`config.mk`:
```
export PLATFORM = sky130hd
export DESIGN_NAME = aclink_pcm_tx
export DESIGN_NICKNAME = d
export VERILOG_FILES = /design/src/rtl/aclink_pkg.sv /design/src/rtl/aclink_regs.sv /design/src/rtl/aclink_chan.sv /design/src/rtl/aclink_framer.sv /design/src/rtl/aclink_pcm_tx.sv
export SDC_FILE = /design/constraint.sdc
export NUM_CORES = 1
export LEC_CHECK = 0
export BUFFER_PORTS_ARGS = -buffer_cell sky130_fd_sc_hd__buf_2
export CAP_MARGIN = 20
export CORE_MARGIN = 8
export CORE_UTILIZATION = 30
export DETAILED_ROUTE_END_ITERATION = 8
export GPL_TIMING_DRIVEN = 1
export HOLD_SLACK_MARGIN = 0.05
export PLACE_DENSITY = 0.44
export REMOVE_ABC_BUFFERS = 1
export SYNTH_ARGS = -nofsm -noshare
export SYNTH_HDL_FRONTEND = slang
export SYNTH_HIERARCHICAL = 1
export SYNTH_SLANG_ARGS = --single-unit
export TNS_END_PERCENT = 20
```
`constraint.sdc`:
```
create_clock -name clk -period 3.8 [get_ports clk]
set_input_delay 0.76 -clock clk [delete_from_list [all_inputs] [get_ports clk]]
set_output_delay 0.76 -clock clk [all_outputs]
set_load 0.05 [all_outputs]
```
`src/rtl/aclink_pkg.sv`:
```
package aclink_pkg;

    localparam int HOST_W  = 24;
    localparam int ADDR_W  = 3;
    localparam int SLOT_W  = 20;
    localparam int TAG_W   = 16;
    localparam int N_SLOT  = 12;
    localparam int MAP_LO  = 3;
    localparam int N_MAP   = N_SLOT - MAP_LO + 1;
    localparam int MAP_W   = 2 * N_MAP;
    localparam int N_CH    = 2;
    localparam int FRAME_W = TAG_W + N_SLOT * SLOT_W;

    localparam int A_CTRL  = 0;
    localparam int A_MODE0 = 1;
    localparam int A_MAP   = 3;
    localparam int A_HOLD0 = 4;
    localparam int A_UCLR  = 6;

    typedef enum logic [1:0] {SZ_10 = 2'd0, SZ_16 = 2'd1, SZ_18 = 2'd2, SZ_20 = 2'd3} smp_size_e;
    typedef enum logic [1:0] {SRC_NONE = 2'd0, SRC_A = 2'd1, SRC_B = 2'd2, SRC_RSV = 2'd3} slot_src_e;

    typedef struct packed {
        logic      swap;
        smp_size_e size;
        logic      en;
    } chan_mode_t;

    function automatic logic [SLOT_W-1:0] fmt_sample(input logic [HOST_W-1:0] w,
                                                     input chan_mode_t m);
        logic [HOST_W-1:0] x;
        logic [SLOT_W-1:0] r;
        x = w;
        if (m.swap && m.size == SZ_16)
            x[15:0] = {w[7:0], w[15:8]};
        else if (m.swap && (m.size == SZ_18 || m.size == SZ_20))
            x = {w[7:0], w[15:8], w[23:16]};
        case (m.size)
            SZ_10:   r = {x[9:0], 10'd0};
            SZ_16:   r = {x[15:0], 4'd0};
            SZ_18:   r = {x[17:0], 2'd0};
            default: r = x[19:0];
        endcase
        return r;
    endfunction

endpackage

```
`src/rtl/aclink_regs.sv`:
```
module aclink_regs
    import aclink_pkg::*;
(
    input  logic                    clk,
    input  logic                    rst,
    input  logic                    wr_en,
    input  logic [ADDR_W-1:0]       wr_addr,
    input  logic [MAP_W-1:0]        wr_low,
    output logic                    glb_en,
    output chan_mode_t [N_CH-1:0]   mode,
    output logic [MAP_W-1:0]        slot_map,
    output logic [N_CH-1:0]         hold_wr,
    output logic [N_CH-1:0]         urun_clr
);

    always_ff @(posedge clk) begin
        if (rst) begin
            glb_en   <= 1'b0;
            mode     <= '0;
            slot_map <= '0;
        end else if (wr_en) begin
            if (wr_addr == ADDR_W'(A_CTRL))
                glb_en <= wr_low[0];
            if (wr_addr == ADDR_W'(A_MAP))
                slot_map <= wr_low;
            for (int ch = 0; ch < N_CH; ch++) begin
                if (wr_addr == ADDR_W'(A_MODE0 + ch))
                    mode[ch] <= chan_mode_t'(wr_low[3:0]);
            end
        end
    end

    always_comb begin
        for (int ch = 0; ch < N_CH; ch++) begin
            hold_wr[ch]  = wr_en && (wr_addr == ADDR_W'(A_HOLD0 + ch));
            urun_clr[ch] = wr_en && (wr_addr == ADDR_W'(A_UCLR)) && wr_low[ch];
        end
    end

endmodule

```
`src/rtl/aclink_chan.sv`:
```
module aclink_chan
    import aclink_pkg::*;
(
    input  logic                clk,
    input  logic                rst,
    input  logic                glb_en,
    input  chan_mode_t          mode,
    input  logic                hold_wr,
    input  logic [HOST_W-1:0]   wr_data,
    input  logic                load,
    input  logic                urun_clr,
    output logic                txrdy,
    output logic                irq,
    output logic [SLOT_W-1:0]   smp,
    output logic                smp_vld,
    output logic                urun
);

    logic [HOST_W-1:0] hold_q;
    logic              full_q;

    always_ff @(posedge clk) begin
        if (rst) begin
            hold_q  <= '0;
            full_q  <= 1'b0;
            smp     <= '0;
            smp_vld <= 1'b0;
            urun    <= 1'b0;
        end else begin
            if (hold_wr)
                hold_q <= wr_data;
            full_q <= hold_wr | (full_q & ~load);
            if (load) begin
                smp_vld <= mode.en & full_q;
                smp     <= (mode.en && full_q) ? fmt_sample(hold_q, mode) : '0;
            end
            if (load && mode.en && !full_q)
                urun <= 1'b1;
            else if (urun_clr)
                urun <= 1'b0;
        end
    end

    assign txrdy = ~full_q;
    assign irq   = txrdy & mode.en & glb_en;

endmodule

```
`src/rtl/aclink_framer.sv`:
```
module aclink_framer
    import aclink_pkg::*;
(
    input  logic                         clk,
    input  logic                         rst,
    input  logic                         glb_en,
    input  logic [MAP_W-1:0]             slot_map,
    input  logic [N_CH-1:0][SLOT_W-1:0]  smp,
    input  logic [N_CH-1:0]              smp_vld,
    output logic                         load,
    output logic                         sync,
    output logic                         sdata
);

    localparam int SI_W = $clog2(N_SLOT + 1);
    localparam int BI_W = $clog2(SLOT_W);

    logic             active;
    logic [SI_W-1:0]  slot_q;
    logic [BI_W-1:0]  bit_q;
    logic [MAP_W-1:0] map_q;
    logic             last_bit;
    logic [N_SLOT:0]  slot_v;
    logic [TAG_W-1:0] tag;
    slot_src_e        cur_src;

    assign last_bit = active && slot_q == SI_W'(N_SLOT) && bit_q == BI_W'(SLOT_W - 1);
    assign load     = glb_en && (!active || last_bit);

    always_ff @(posedge clk) begin
        if (rst || !glb_en) begin
            active <= 1'b0;
            slot_q <= '0;
            bit_q  <= '0;
            if (rst)
                map_q <= '0;
        end else if (load) begin
            active <= 1'b1;
            slot_q <= '0;
            bit_q  <= '0;
            map_q  <= slot_map;
        end else if (slot_q == '0 && bit_q == BI_W'(TAG_W - 1)) begin
            slot_q <= SI_W'(1);
            bit_q  <= '0;
        end else if (slot_q != '0 && bit_q == BI_W'(SLOT_W - 1)) begin
            slot_q <= slot_q + SI_W'(1);
            bit_q  <= '0;
        end else begin
            bit_q <= bit_q + BI_W'(1);
        end
    end

    always_comb begin
        slot_v  = '0;
        cur_src = SRC_NONE;
        for (int s = MAP_LO; s <= N_SLOT; s++) begin
            slot_src_e src;
            src       = slot_src_e'(map_q[2*(s-MAP_LO) +: 2]);
            slot_v[s] = (src == SRC_A && smp_vld[0]) || (src == SRC_B && smp_vld[1]);
            if (slot_q == SI_W'(s))
                cur_src = src;
        end
    end

    always_comb begin
        tag = '0;
        tag[TAG_W-1] = |slot_v;
        for (int s = 1; s <= N_SLOT; s++)
            tag[TAG_W-1-s] = slot_v[s];
    end

    always_comb begin
        sdata = 1'b0;
        if (active) begin
            if (slot_q == '0)
                sdata = tag[4'(TAG_W - 1) - bit_q[3:0]];
            else if (cur_src == SRC_A && smp_vld[0])
                sdata = smp[0][BI_W'(SLOT_W - 1) - bit_q];
            else if (cur_src == SRC_B && smp_vld[1])
                sdata = smp[1][BI_W'(SLOT_W - 1) - bit_q];
        end
    end

    assign sync = active && slot_q == '0;

endmodule

```
`src/rtl/aclink_pcm_tx.sv`:
```
module aclink_pcm_tx
    import aclink_pkg::*;
(
    input  logic                clk,
    input  logic                rst,
    input  logic                wr_en,
    input  logic [ADDR_W-1:0]   wr_addr,
    input  logic [HOST_W-1:0]   wr_data,
    output logic                sync,
    output logic                sdata,
    output logic [N_CH-1:0]     txrdy,
    output logic [N_CH-1:0]     tx_irq,
    output logic [N_CH-1:0]     underrun
);

    logic                        glb_en;
    chan_mode_t [N_CH-1:0]       mode;
    logic [MAP_W-1:0]            slot_map;
    logic [N_CH-1:0]             hold_wr;
    logic [N_CH-1:0]             urun_clr;
    logic                        load;
    logic [N_CH-1:0][SLOT_W-1:0] smp;
    logic [N_CH-1:0]             smp_vld;

    aclink_regs i_regs (
        .clk      (clk),
        .rst      (rst),
        .wr_en    (wr_en),
        .wr_addr  (wr_addr),
        .wr_low   (wr_data[MAP_W-1:0]),
        .glb_en   (glb_en),
        .mode     (mode),
        .slot_map (slot_map),
        .hold_wr  (hold_wr),
        .urun_clr (urun_clr)
    );

    for (genvar ch = 0; ch < N_CH; ch++) begin : g_chan
        aclink_chan i_chan (
            .clk      (clk),
            .rst      (rst),
            .glb_en   (glb_en),
            .mode     (mode[ch]),
            .hold_wr  (hold_wr[ch]),
            .wr_data  (wr_data),
            .load     (load),
            .urun_clr (urun_clr[ch]),
            .txrdy    (txrdy[ch]),
            .irq      (tx_irq[ch]),
            .smp      (smp[ch]),
            .smp_vld  (smp_vld[ch]),
            .urun     (underrun[ch])
        );
    end

    aclink_framer i_framer (
        .clk      (clk),
        .rst      (rst),
        .glb_en   (glb_en),
        .slot_map (slot_map),
        .smp      (smp),
        .smp_vld  (smp_vld),
        .load     (load),
        .sync     (sync),
        .sdata    (sdata)
    );

endmodule

```
==> impl.org <==
** Routing
- Vias/cell :: 5.11
- Count of nets left with antenna violations after detail routing :: 0
- In the final routed layout, each cell accounts on average for 20.3 um.
- Via count :: 6505
- The routed design has 25800 um of wire.
- Length of the first detailed-routing pass in iterations :: 5
- Drc violations :: 0
- Initial detailed-routing violation count :: 663

** Logic synthesis
- Proportion of synthesized flip-flops having asynchronous set or reset :: 0
- The synthesized design contains 20 enable-type register cells.
- Mapped Avg Cell Area :: 9.99 um2
- For this run, the leading register cell type out of synthesis is sky130_fd_sc_hd__dfxtp_1.
- Gate Count Post-Synth :: 857
- Number of warning messages in the yosys log :: 6
- Cells taking the most area after synthesis :: sky130_fd_sc_hd__dfxtp_1, sky130_fd_sc_hd__mux2i_1, sky130_fd_sc_hd__edfxtp_1
- Yosys reg bits :: 153
- Post-synthesis cell type with the largest combined area :: sky130_fd_sc_hd__dfxtp_1
- The share of synthesized area in the top cell type comes to 0.311.
- Summed instance area of the synthesized netlist :: 8560 um2
- Synth unique cells :: 74
- Proportion of synthesized chip area in sequential cells :: 0.381

** Final layout
- The layout has 2970 filler cells.
- Area of combinational cells with multiple inputs :: 4810 um2
- Layout Area Growth over Synthesis :: 12.9%
- Reg area :: 3260 um2
- N_diodes :: 0
- Fraction of layout instances using a drive strength above 1 :: 0.196
- Total Nets Final :: 913
- For this run, the number of standard cells in the final layout without fillers is 1272.

** GRT
- Via count of the first global-routing pass :: 6411
- Total global routing overflow :: 0
- Maximum number of pins on one net before global-route repair :: 86
- The first global-routing pass estimated 39700 um of wire.
- The initial antenna violation count is 2.
- Overall global routing resource usage :: 0.153

** CTS
- The root buffer cell chosen for the clock tree is sky130_fd_sc_hd__clkbuf_16.
- Buffer depth of the longest clock path :: 2
- TritonCTS clock tree :: done
- Counting the buffers created by CTS gives 17.
- Cts-stage hold buffer count :: 0
- Clock Sinks :: 153
- H-Tree Depth :: 4
- The later pin in the worst-skew pair is clocked with a latency of 0.43 ns.
- Clock-pin slew was measured on the worst setup and hold paths at 0.07 ns.

** Timing
- Post-Route Skew :: 0.0142 ns
- Setup repair after global routing missed its margin :: false
- The final count of hold timing violations was 0.
- Setup violations remaining at the end of the flow were counted as 0.
- At the pin with the least slew margin, the transition time is 1.10 ns.
- Slew Viols, Final :: 0
- In the final timing run, aggregate negative setup slack is 0 ns.
- In the finished design, the share of the clock period the worst path needs comes to 0.951.
- Slew Limit Headroom :: 0.266
- Final critical delay including setup and external delays :: 3.61 ns
- On the final layout, the worst hold slack is 0.446 ns.
- Maximum operating frequency :: 277 MHz
- Setup slack after layout :: 0.186 ns

** Setup path
- Startpoint kind of the worst setup timing path :: flip-flop
- For flop-to-flop paths, the worst setup slack is 0.69 ns.
- Worst setup path category :: reg2out
- Traced cell by cell, the critical path runs through ha_1 -> nor2_1 -> a221o_1 -> o221a_2 -> or3_1 -> a221oi_2 -> buf_6.
- Worst Path Arrival :: 2.85 ns
- STA classifies the critical path endpoint as an output port.
- CP peak stage delay :: 0.45 ns
- Slowest cell on the critical path :: sky130_fd_sc_hd__ha_1
- For the worst setup path, the data required time is 3.04 ns.
- Critical path peak fanout :: 12

** Placed design
- Buffers placed on the I/O ports in this run total 37.
- RD Place Congestion :: 0.852
- In this run, placement finished with an instance count of 1238.
- Before CTS, the worst setup slack after placement is 0.520 ns.
- Detailed placement finished with a half-perimeter wire length of 19200 um.

** Power and ir drop
- The design draws 3670 uW.
- In this run the static leakage power is 0.00334 uW.
- Maximum resistive drop on vdd :: 0.000309 V
- Power spread over the standard cell area amounts to 380 nW/um2.

** Status
- Status :: complete, no violations

** Job
- Maximum Capacitance Violations :: 0

** Floorplan
- Count of boundary I/O pins :: 38
- Die Ht :: 185 um
- Number of core rows :: 62
- Placeable core region :: 28400 um2
- Starting utilization of the core area :: 0.302
- Die Area :: 34200 um2
- Horizontal die dimension :: 185 um

** Worst hold path
- Type of the most critical hold path :: reg2reg
==> critical path, delay by kind of cell (launching register included) <==
kind / cells / cell delay, ns
adders and majority gates: 1 / 0.45
DFF: 1 / 0.39
buffers and inverters: 1 / 0.21
AOI/OAI and AO/OA: 3 / 0.89
and+or+nand+nor: 2 / 0.47
==> cell usage after synthesis (7+ instances only) <==
cell / n
sky130_fd_sc_hd__dfxtp_1: 133
sky130_fd_sc_hd__nor2_1: 93
sky130_fd_sc_hd__buf_4: 10
sky130_fd_sc_hd__nor2b_1: 10
sky130_fd_sc_hd__edfxtp_1: 20
sky130_fd_sc_hd__nand2_1: 42
sky130_fd_sc_hd__o21ai_0: 16
sky130_fd_sc_hd__mux4_1: 8
sky130_fd_sc_hd__nand3b_1: 14
sky130_fd_sc_hd__mux4_2: 12
sky130_fd_sc_hd__nand2b_1: 27
sky130_fd_sc_hd__a22o_1: 14
sky130_fd_sc_hd__mux2_4: 8
sky130_fd_sc_hd__o22ai_1: 12
sky130_fd_sc_hd__inv_1: 29
sky130_fd_sc_hd__ha_1: 8
sky130_fd_sc_hd__buf_6: 7
sky130_fd_sc_hd__mux2_2: 8
sky130_fd_sc_hd__nor3_1: 8
sky130_fd_sc_hd__and2_1: 22
sky130_fd_sc_hd__a21oi_1: 22
sky130_fd_sc_hd__a211oi_1: 12
sky130_fd_sc_hd__clkbuf_1: 20
sky130_fd_sc_hd__buf_2: 22
sky130_fd_sc_hd__nand3_1: 14
sky130_fd_sc_hd__or2b_2: 33
sky130_fd_sc_hd__mux2i_1: 107
sky130_fd_sc_hd__a221o_1: 15
==> path summary, 6_finish.rpt <==
kind,endpoint,startpoint,cells after the start
min,g_chan[0].i_chan/smp[17]$_SDFFE_PP0P_,g_chan[0].i_chan/smp[17]$_SDFFE_PP0P_,2
max reg2reg,g_chan[0].i_chan/smp[18]$_SDFFE_PP0P_,i_framer/bit_q[1]$_SDFF_PP0_,9
min reg2reg,g_chan[0].i_chan/smp[17]$_SDFFE_PP0P_,g_chan[0].i_chan/smp[17]$_SDFFE_PP0P_,2
max,sdata,i_framer/slot_q[0]$_SDFFE_PP0P_,7
==> metrics by stage <==
step                       util  area [um2]
after floorplan               -        8160
after global placement    0.318        9020
after detailed placement  0.318        9020
after CTS                 0.339        9630
after global routing      0.340        9660
final                     0.340        9660
==> state kept, by name, summed over array words and instances, names as in the netlist, 2 cells and up <==
name,cells
i_framer/slot_q,4
i_regs/mode,8
i_framer/bit_q,5
i_framer/map_q,20
g_chan.i_chan/smp,40
g_chan.i_chan/smp_vld,2
g_chan.i_chan/full_q,2
i_regs/slot_map,20
g_chan.i_chan/hold_q,48
g_chan.i_chan/urun,2
==> report_power, final <==
part / switching (uW) / leakage [uW] / internal (uW) / total (uW)
clock: 761 / 0.000298 / 996 / 1760
sequential: 38.0 / 0.00128 / 1660 / 1700
combinational: 127 / 0.00176 / 83.4 / 210
total: 926 / 0.00334 / 2740 / 3670
==> cell usage in the layout, fill, tap and decap left out, types with 6 or more instances in the layout <==
master                      instances
sky130_fd_sc_hd__a2111oi_0          6
sky130_fd_sc_hd__a211oi_1          12
sky130_fd_sc_hd__a21oi_1           22
sky130_fd_sc_hd__a221o_1           15
sky130_fd_sc_hd__a22o_1            14
sky130_fd_sc_hd__a31oi_1            6
sky130_fd_sc_hd__and2_1            22
sky130_fd_sc_hd__buf_2             35
sky130_fd_sc_hd__buf_4             25
sky130_fd_sc_hd__clkbuf_16         17
sky130_fd_sc_hd__dfxtp_1          132
sky130_fd_sc_hd__edfxtp_1          20
sky130_fd_sc_hd__ha_1               7
sky130_fd_sc_hd__inv_1             29
sky130_fd_sc_hd__mux2_2             8
sky130_fd_sc_hd__mux2_4             8
sky130_fd_sc_hd__mux2i_1          107
sky130_fd_sc_hd__mux4_1             8
sky130_fd_sc_hd__mux4_2            12
sky130_fd_sc_hd__nand2_1           42
sky130_fd_sc_hd__nand2b_1          27
sky130_fd_sc_hd__nand3_1           14
sky130_fd_sc_hd__nand3b_1          14
sky130_fd_sc_hd__nand4bb_1          6
sky130_fd_sc_hd__nor2_1            93
sky130_fd_sc_hd__nor2b_1           10
sky130_fd_sc_hd__nor3_1             7
sky130_fd_sc_hd__o21ai_0           16
sky130_fd_sc_hd__o22ai_1           12
sky130_fd_sc_hd__or2b_2            33
==> layout make-up <==
cell class,count,area share
Sequential cell,153,0.338
Clock buffer,17,0.0440
Multi-Input combinational cell,611,0.497
Timing Repair Buffer,62,0.0408
Clock inverter,15,0.0185
Tap cell,384,0.0497
Inverter,30,0.0117
==> timing repair <==
item	in CTS	in global routing
setup endpoints to repair	0	1
setup buffers	0	2
gates resized for setup	0	6
endpoints found under the hold margin	0	0
==> routing by layer <==
metal / global-route usage / part of all wire / vias to the layer above
met1: 0.206 / 0.48 / 3195
met5: 0 / 0 / -
li1: - / - / 3170
met2: 0.254 / 0.48 / 126
met3: 0.0235 / 0.030 / 14
met4: 0.0339 / 0.0089 / 0
==> logic make-up (layout without fill, tap and decap cells) <==
group / after synthesis / in the layout / share of synthesized area
flip-flops: 153 / 153 / 0.381
adder cells (fa/ha/maj): 8 / 8 / 0.0117
AO/OA/AOI/OAI: 157 / 157 / 0.139
AND/OR/NAND/NOR: 296 / 296 / 0.193
XOR/XNOR: 5 / 5 / 0.00599
multiplexers: 145 / 145 / 0.208
buffers and inverters: 93 / 124 / 0.0601
(Power assumes the default switching activity.)
